[src/rtl/tdm_chain_pkg.sv]
package tdm_chain_pkg;

    typedef enum logic [1:0] {
        ST_IDLE  = 2'd0,
        ST_OWN   = 2'd1,
        ST_RELAY = 2'd2
    } chain_state_e;

endpackage

[src/rtl/tdm_frame_fsm.sv]
module tdm_frame_fsm
    import tdm_chain_pkg::*;
#(
    parameter int FRAME_W = 64
) (
    input  logic         bclk,
    input  logic         rst_n,
    input  logic         frame_pulse,
    output logic         load_en,
    output logic         shift_en,
    output chain_state_e state_o
);

    localparam int              CNT_W    = $clog2(FRAME_W);
    localparam logic [CNT_W-1:0] LAST_BIT = CNT_W'(FRAME_W - 1);

    chain_state_e     state_q, state_d;
    logic [CNT_W-1:0] cnt_q, cnt_d;

    // state register
    always_ff @(posedge bclk or negedge rst_n) begin
        if (!rst_n) begin
            state_q <= ST_IDLE;
            cnt_q   <= '0;
        end else begin
            state_q <= state_d;
            cnt_q   <= cnt_d;
        end
    end

    // next state: load has priority from every state
    always_comb begin
        state_d = state_q;
        cnt_d   = cnt_q;
        if (frame_pulse) begin
            state_d = ST_OWN;
            cnt_d   = '0;
        end else begin
            unique case (state_q)
                ST_IDLE:  state_d = ST_IDLE;
                ST_OWN: begin
                    if (cnt_q == LAST_BIT) begin
                        state_d = ST_RELAY;
                        cnt_d   = '0;
                    end else begin
                        cnt_d = cnt_q + 1'b1;
                    end
                end
                ST_RELAY: state_d = ST_RELAY;
                default:  state_d = ST_IDLE;
            endcase
        end
    end

    // outputs
    always_comb begin
        load_en = frame_pulse;
        unique case (state_q)
            ST_IDLE:  shift_en = 1'b0;
            ST_OWN:   shift_en = !frame_pulse;
            ST_RELAY: shift_en = !frame_pulse;
            default:  shift_en = 1'b0;
        endcase
    end

    assign state_o = state_q;


    load_restart_chk: assert property (@(posedge bclk) disable iff (!rst_n)
        frame_pulse |=> (state_q == ST_OWN && cnt_q == '0));


    relay_entry_chk: assert property (@(posedge bclk) disable iff (!rst_n)
        (state_q == ST_RELAY && $past(state_q) == ST_OWN) |-> ($past(cnt_q) == LAST_BIT));


    no_return_idle_chk: assert property (@(posedge bclk) disable iff (!rst_n)
        (state_q != ST_IDLE) |=> (state_q != ST_IDLE));

endmodule

[src/rtl/tdm_load_shifter.sv]
module tdm_load_shifter #(
    parameter int SAMPLE_W = 32
) (
    input  logic                bclk,
    input  logic                rst_n,
    input  logic                load_en,
    input  logic                shift_en,
    input  logic [SAMPLE_W-1:0] left_word,
    input  logic [SAMPLE_W-1:0] right_word,
    input  logic                ser_in,
    output logic                ser_out
);

    localparam int FRAME_W = 2 * SAMPLE_W;

    logic [FRAME_W-1:0] par_word;
    logic [FRAME_W-1:0] sr_q;

    assign par_word = {left_word, right_word};

    for (genvar gi = 0; gi < FRAME_W; gi++) begin : g_stage
        logic feed;
        if (gi == 0) begin : g_head
            assign feed = ser_in;
        end else begin : g_body
            assign feed = sr_q[gi-1];
        end

        always_ff @(posedge bclk or negedge rst_n) begin
            if (!rst_n)        sr_q[gi] <= 1'b0;
            else if (load_en)  sr_q[gi] <= par_word[gi];
            else if (shift_en) sr_q[gi] <= feed;
        end
    end

    assign ser_out = sr_q[FRAME_W-1];


    load_capture_chk: assert property (@(posedge bclk) disable iff (!rst_n)
        load_en |=> (sr_q == $past(par_word)));


    shift_step_chk: assert property (@(posedge bclk) disable iff (!rst_n)
        (shift_en && !load_en) |=> (sr_q[FRAME_W-1:1] == $past(sr_q[FRAME_W-2:0])));


    tail_entry_chk: assert property (@(posedge bclk) disable iff (!rst_n)
        (shift_en && !load_en) |=> (sr_q[0] == $past(ser_in)));


    hold_still_chk: assert property (@(posedge bclk) disable iff (!rst_n)
        (!shift_en && !load_en) |=> $stable(sr_q));

endmodule

[src/rtl/tdm_chain_serializer.sv]
module tdm_chain_serializer
    import tdm_chain_pkg::*;
#(
    parameter int SAMPLE_W = 32
) (
    input  logic                bclk,
    input  logic                rst_n,
    input  logic                frame_pulse,
    input  logic [SAMPLE_W-1:0] left_word,
    input  logic [SAMPLE_W-1:0] right_word,
    input  logic                chain_in,
    output logic                chain_out
);

    localparam int FRAME_W = 2 * SAMPLE_W;

    logic         load_en;
    logic         shift_en;
    chain_state_e state;

    tdm_frame_fsm #(
        .FRAME_W (FRAME_W)
    ) u_fsm (
        .bclk        (bclk),
        .rst_n       (rst_n),
        .frame_pulse (frame_pulse),
        .load_en     (load_en),
        .shift_en    (shift_en),
        .state_o     (state)
    );

    tdm_load_shifter #(
        .SAMPLE_W (SAMPLE_W)
    ) u_shifter (
        .bclk       (bclk),
        .rst_n      (rst_n),
        .load_en    (load_en),
        .shift_en   (shift_en),
        .left_word  (left_word),
        .right_word (right_word),
        .ser_in     (chain_in),
        .ser_out    (chain_out)
    );


    reset_quiet_chk: assert property (@(posedge bclk)
        !rst_n |-> (chain_out == 1'b0));


    msb_first_chk: assert property (@(posedge bclk) disable iff (!rst_n)
        frame_pulse |=> (chain_out == $past(left_word[SAMPLE_W-1])));


    idle_zero_chk: assert property (@(posedge bclk) disable iff (!rst_n)
        (state == ST_IDLE && !frame_pulse) |=> (chain_out == 1'b0));

endmodule

[config.mk]
export PLATFORM = sky130hd
export DESIGN_NAME = tdm_chain_serializer
export DESIGN_NICKNAME = d
export VERILOG_FILES = /design/src/rtl/tdm_chain_pkg.sv /design/src/rtl/tdm_frame_fsm.sv /design/src/rtl/tdm_load_shifter.sv /design/src/rtl/tdm_chain_serializer.sv
export SDC_FILE = /design/constraint.sdc
export NUM_CORES = 1
export LEC_CHECK = 0
export CAP_MARGIN = 5
export CORE_ASPECT_RATIO = 1.4
export CORE_MARGIN = 5
export CORE_UTILIZATION = 45
export DETAILED_ROUTE_END_ITERATION = 10
export PLACE_DENSITY = 0.71
export SYNTH_ARGS = -nofsm -noshare
export SYNTH_HDL_FRONTEND = slang
export SYNTH_HIERARCHICAL = 1
export SYNTH_SLANG_ARGS = --single-unit
[constraint.sdc]
create_clock -name bclk -period 3.5 [get_ports bclk]
set_input_delay 0.7 -clock bclk [delete_from_list [all_inputs] [get_ports bclk]]
set_output_delay 0.7 -clock bclk [all_outputs]
set_load 0.01 [all_outputs]
==> results of run 1 <==
-- state kept, by name (all words and copies together), names as in the netlist --
register,count
u_fsm/cnt_q,6
u_shifter/ser_out,1
u_shifter/g_stage.feed,63
u_fsm/state_o,2
-- layer usage --
layer | up-vias | GRT usage | routed length, µm
met5 | - | 0 | 0
met4 | 0 | 0.0720 | 136
met3 | 10 | 0.0279 | 222
met2 | 36 | 0.249 | 3220
met1 | 1114 | 0.174 | 2940
li1 | 1215 | - | -
-- stage by stage --
stage	total power, mW	util	instances	setup WS (ns)
after floorplan	1.70	-	320	1.76
after CTS	2.49	0.575	480	1.56
after global routing	2.62	0.575	480	1.50
after detailed placement	1.83	0.548	464	1.31
after global placement	1.81	0.548	464	1.32
final	2.45	0.575	480	1.58
-- area by class of cell --
type,instances,share of cell area
tap,97,0.0287
inverter,2,0.00178
clock inverter,3,0.00947
clock buffer,13,0.0376
timing repair buffer,71,0.165
sequential,72,0.426
multi-input combinational,222,0.331
-- cell usage in the layout (no fill, tap or decap), types with 2 or more instances in the layout --
master and n:
clkdlybuf4s50_1 66, a21oi_1 3, o21ai_0 5, buf_4 5, inv_1 2, clkbuf_8 11
ha_1 2, clkinv_2 2, mux2i_1 65, nand4_1 3, nor2_1 5, clkbuf_1 2
mux2_2 2, o21ai_1 61, dfrtp_1 72, xor2_1 2, nand3_1 2, nand2_1 67
-- power by group --
part           internal (mW)  total, mW  switching, mW
Clock                  0.366      0.646          0.280
Combinational          0.358      0.691          0.333
Sequential              1.01       1.12          0.111
Total                   1.73       2.45          0.723
-- cells by family (layout without fill, tap and decap cells) --
| logic type | after synthesis | in the layout | share of synthesized area |
|---|---|---|---|
| compound gates | 71 | 71 | 0.106 |
| buf+inv | 26 | 89 | 0.0565 |
| xor+xnor | 3 | 3 | 0.00776 |
| mux | 67 | 67 | 0.199 |
| fa+ha+maj | 2 | 2 | 0.00739 |
| simple gates | 79 | 79 | 0.0912 |
| flops | 72 | 72 | 0.532 |
-- worst max path at each step --
stage	startpoint	endpoint	slack, ns	cells past startpoint
floorplan	frame_pulse	u_shifter/g_stage[1].feed$_DFFE_PN0P_	1.76	6
global placement	frame_pulse	u_shifter/g_stage[63].feed$_DFFE_PN0P_	1.32	3
detailed placement	frame_pulse	u_shifter/g_stage[22].feed$_DFFE_PN0P_	1.31	3
CTS	u_shifter/ser_out$_DFFE_PN0P_	chain_out	1.56	1
global route	frame_pulse	u_shifter/g_stage[52].feed$_DFFE_PN0P_	1.50	4
finish	u_shifter/ser_out$_DFFE_PN0P_	chain_out	1.58	1
==> impl_metrics.yaml, run 1 <==
synth:
  synth_edf_count: 0
  yosys_warnings: 6
  synth_cell_type_count: 22
  synthArstFlopShare: 1.00
  syn_nets: 390
  yosysSeqAreaShare: 0.532
  synth_top_area_share: 0.532
  synth_common_cells: "dfrtp_1, nand2_1, mux2i_1"
  yosys.area.top_type: "dfrtp_1"
  ys_ff_latch: 72
  yosysMostFrequentCell: "dfrtp_1"
  yosys-top-cells-area: "dfrtp_1, mux2i_1, o21ai_1, nand2_1, buf_8"
  synth.avg_cell_area_um2: 10.6
  synthCells: 320
  yosys_most_used_dff: "dfrtp_1"
  synth_area_mm2: 0.00339
worst_hold_path:
  hp-class: "in -> async"
sta:
  rsz0062_at_grt: "no"
  hold_ws_ns: 0.484
  final.min_clock_period_ns: 1.92
  tns_ns: 0
  slew_headroom: 0.409
  fmax_mhz: 522
  timing.final.crit_share: 0.547
  clock_skew_ns: 0.00761
  setup_viol: 0
  tightest_slew_ns: 0.887
  hold_viol_final: 0
  drv_slew: 0
pwr:
  power.density_mw_per_mm2: 580
  leakagePower_nw: 1.83
  vdd_drop_max_uv: 294
critical_path:
  r2r-start: "u_fsm/state_o[0]$_DFFE_PN0P_"
  regToRegEndpoint: "u_shifter/g_stage[60].feed$_DFFE_PN0P_"
  worstPathRequired_ns: 2.80
  startpoint_type: "flop"
  critical_path_class: "reg -> out"
  crit_arrival_ns: 1.22
  path_buf_inv: 1
  slowest_delay_ns: 0.54
  worst-r2r-setup-slack_ns: 1.69
  cp_cell_sequence: "clkdlybuf4s50_1"
  critPathMaxFanout: 2
  worst-r2r-cell-count: 5
  endpoint_kind: "output port"
  crit_family: "buffers and inverters"
  slowest_stage: "clkdlybuf4s50_1"
drt:
  avgViaCountPerCell: 4.95
  drt_iter0_drc: 106
  antenna_left: 0
  vias: 2375
  drt_wl_total_um: 6520
  wl_per_cell_um: 13.6
  drc: 0
  first_pass_iters: 4
die:
  die-width_um: 83.3
  row_count: 37
  io_pins: 69
  initial_core_util: 0.460
  core-area_mm2: 0.00736
  die_area_mm2: 0.00939
  die_y_um: 113
run:
  max_cap_violations: 0
place:
  gp_congestion: 0.745
  hpwlAfterDp_um: 4430
  placed_area_mm2: 0.00403
  portBuffers: 68
finish:
  regArea_mm2: 0.00180
  multi_input_area_mm2: 0.00140
  layout-drive-gt1-share: 0.0574
  n_fill_cell: 663
  synthToLayoutAreaGrowth_pct: 24.9
  final_nets: 448
  stdcell_area_mm2: 0.00423
  diodes: 0
cts:
  clk_pin_slew_ns: 0.07
  insertion_delay_ns: 0.34
  clock-sinks: 72
  cts_hold_buf: 0
  cts_tree: "built"
  cts_buffers: 9
  cts_buffer_depth: 2
  cts_root_buf: "clkbuf_8"
  ctsResizeCount: 0
  post_cts_buffers: 0
  htree_levels: 3
global_route:
  grt_pass1_wl_um: 11100
  grt_usage: 0.145
  grt_pass1_vias: 2476
  grt_overflow_total: 0
  antenna_found_initial: 0
  grt_max_degree: 75
status:
  status: "finished, final reports clean"
(Power assumes the default switching activity.)
==> run 2: changes to the inputs <==
Clock period 3.5 ns to 2 ns, I/O delays scaled along.
==> impl_metrics.yaml, run 2 (synthesis gave the netlist of run 1 again) <==
critical_path:
  slowest_stage: "clkdlybuf4s50_1"
  critPathMaxFanout: 2
  path_buf_inv: 1
  startpoint_type: "flop"
  crit_arrival_ns: 1.23
  cp_cell_sequence: "clkdlybuf4s50_1"
  worstPathRequired_ns: 1.60
  worst-r2r-cell-count: 5
  crit_family: "buffers and inverters"
  r2r-start: "u_fsm/state_o[0]$_DFFE_PN0P_"
  critical_path_class: "reg -> out"
  endpoint_kind: "output port"
  worst-r2r-setup-slack_ns: 0.39
  regToRegEndpoint: "u_shifter/g_stage[31].feed$_DFFE_PN0P_"
  slowest_delay_ns: 0.54
drt:
  avgViaCountPerCell: 5.02
  first_pass_iters: 5
  drt_iter0_drc: 111
  highest_layer: "met4"
  vias: 2409
  drt_wl_total_um: 6650
  wl_met3_um: 223
  antenna_left: 0
  wl_per_cell_um: 13.9
  drc: 0
  met2_length_um: 3300
  met1_length_um: 2940
finish:
  layout-drive-gt1-share: 0.0601
  synthToLayoutAreaGrowth_pct: 25.5
  layout_common_cells: "dfrtp_1, nand2_1, clkdlybuf4s50_1"
  final_core_util: 0.577
  diodes: 0
  stdcell_area_mm2: 0.00425
  final_common_cell: "dfrtp_1"
  largest_reg_flops: 63
  final_nets: 451
cts:
  cts_buffers: 9
  post_cts_buffers: 0
  cts_hold_buf: 0
  htree_levels: 3
  cts_root_buf: "clkbuf_8"
  insertion_delay_ns: 0.34
  cts_tree: "built"
  ctsResizeCount: 0
  clk_pin_slew_ns: 0.07
  clock-sinks: 72
  cts_buffer_depth: 2
sta:
  hold_viol_final: 0
  clock_skew_ns: 0.00587
  drv_slew: 0
  final.min_clock_period_ns: 1.63
  rsz0062_at_grt: "no"
  fmax_mhz: 614
  timing.final.crit_share: 0.815
  slew_headroom: 0.666
  setup_viol: 0
  tightest_slew_ns: 0.501
  tns_ns: 0
  hold_ws_ns: 0.0148
  final.setup.worst_slack_ns: 0.371
worst_hold_path:
  hp-class: "in -> async"
place:
  hpwlAfterDp_um: 4610
  placed_area_mm2: 0.00409
  portBuffers: 68
  pre_cts_ws_ns: 0.414
  gp_congestion: 0.740
pwr:
  leakagePower_nw: 1.84
  power.density_mw_per_mm2: 988
  vdd_drop_max_uv: 628
global_route:
  grt_pass1_vias: 2376
  grt_max_degree: 137
  grt_overflow_total: 0
  grt_usage: 0.151
  antenna_found_initial: 0
  grt_pass1_wl_um: 11200
die:
  io_pins: 69
  die_area_mm2: 0.00939
  row_count: 37
  core-area_mm2: 0.00736
  die-width_um: 83.3
  die_y_um: 113
  initial_core_util: 0.460
run:
  max_cap_violations: 0
status:
  status: "finished, final reports clean"
run 2: worst max-delay path by stage:
stage | from | end | slack (ns) | cells past startpoint
finish | u_shifter/ser_out$_DFFE_PN0P_ | chain_out | 0.37 | 1
detailed placement | u_fsm/state_o[0]$_DFFE_PN0P_ | u_shifter/g_stage[1].feed$_DFFE_PN0P_ | 0.41 | 5
CTS | u_shifter/ser_out$_DFFE_PN0P_ | chain_out | 0.35 | 1
global route | u_fsm/state_o[1]$_DFFE_PN0P_ | u_shifter/g_stage[43].feed$_DFFE_PN0P_ | 0.27 | 6
global placement | u_fsm/state_o[0]$_DFFE_PN0P_ | u_shifter/g_stage[6].feed$_DFFE_PN0P_ | 0.45 | 5
floorplan | u_fsm/state_o[0]$_DFFE_PN0P_ | u_shifter/g_stage[1].feed$_DFFE_PN0P_ | 0.51 | 6
run 2: cell type report:
type	instances	area [µm²]
Fill cell	635	3110
Sequential cell	72	1800
Multi-Input combinational cell	222	1400
Timing Repair Buffer	74	758
Clock buffer	12	155
Tap cell	97	121
Inverter	2	7.51
Clock inverter	1	5.00
run 2: layer usage:
metal / global-route usage / up-vias
met1: 0.181 / 1140
li1: - / 1220
met2: 0.242 / 38
met4: 0.0949 / 0
met3: 0.0360 / 11
met5: 0 / -
run 2: stage by stage:
step                      power [mW]  std cells
after floorplan                 2.97        320
after global placement          3.22        467
after detailed placement        3.26        467
after CTS                       4.26        480
after global routing            4.47        480
final                           4.20        480
run 2: power by group:
group          total [mW]  switching (mW)  internal (mW)  leakage (nW)
Sequential           1.95           0.189           1.76         0.884
Combinational        1.26           0.598          0.667         0.873
Clock               0.983           0.487          0.496        0.0842
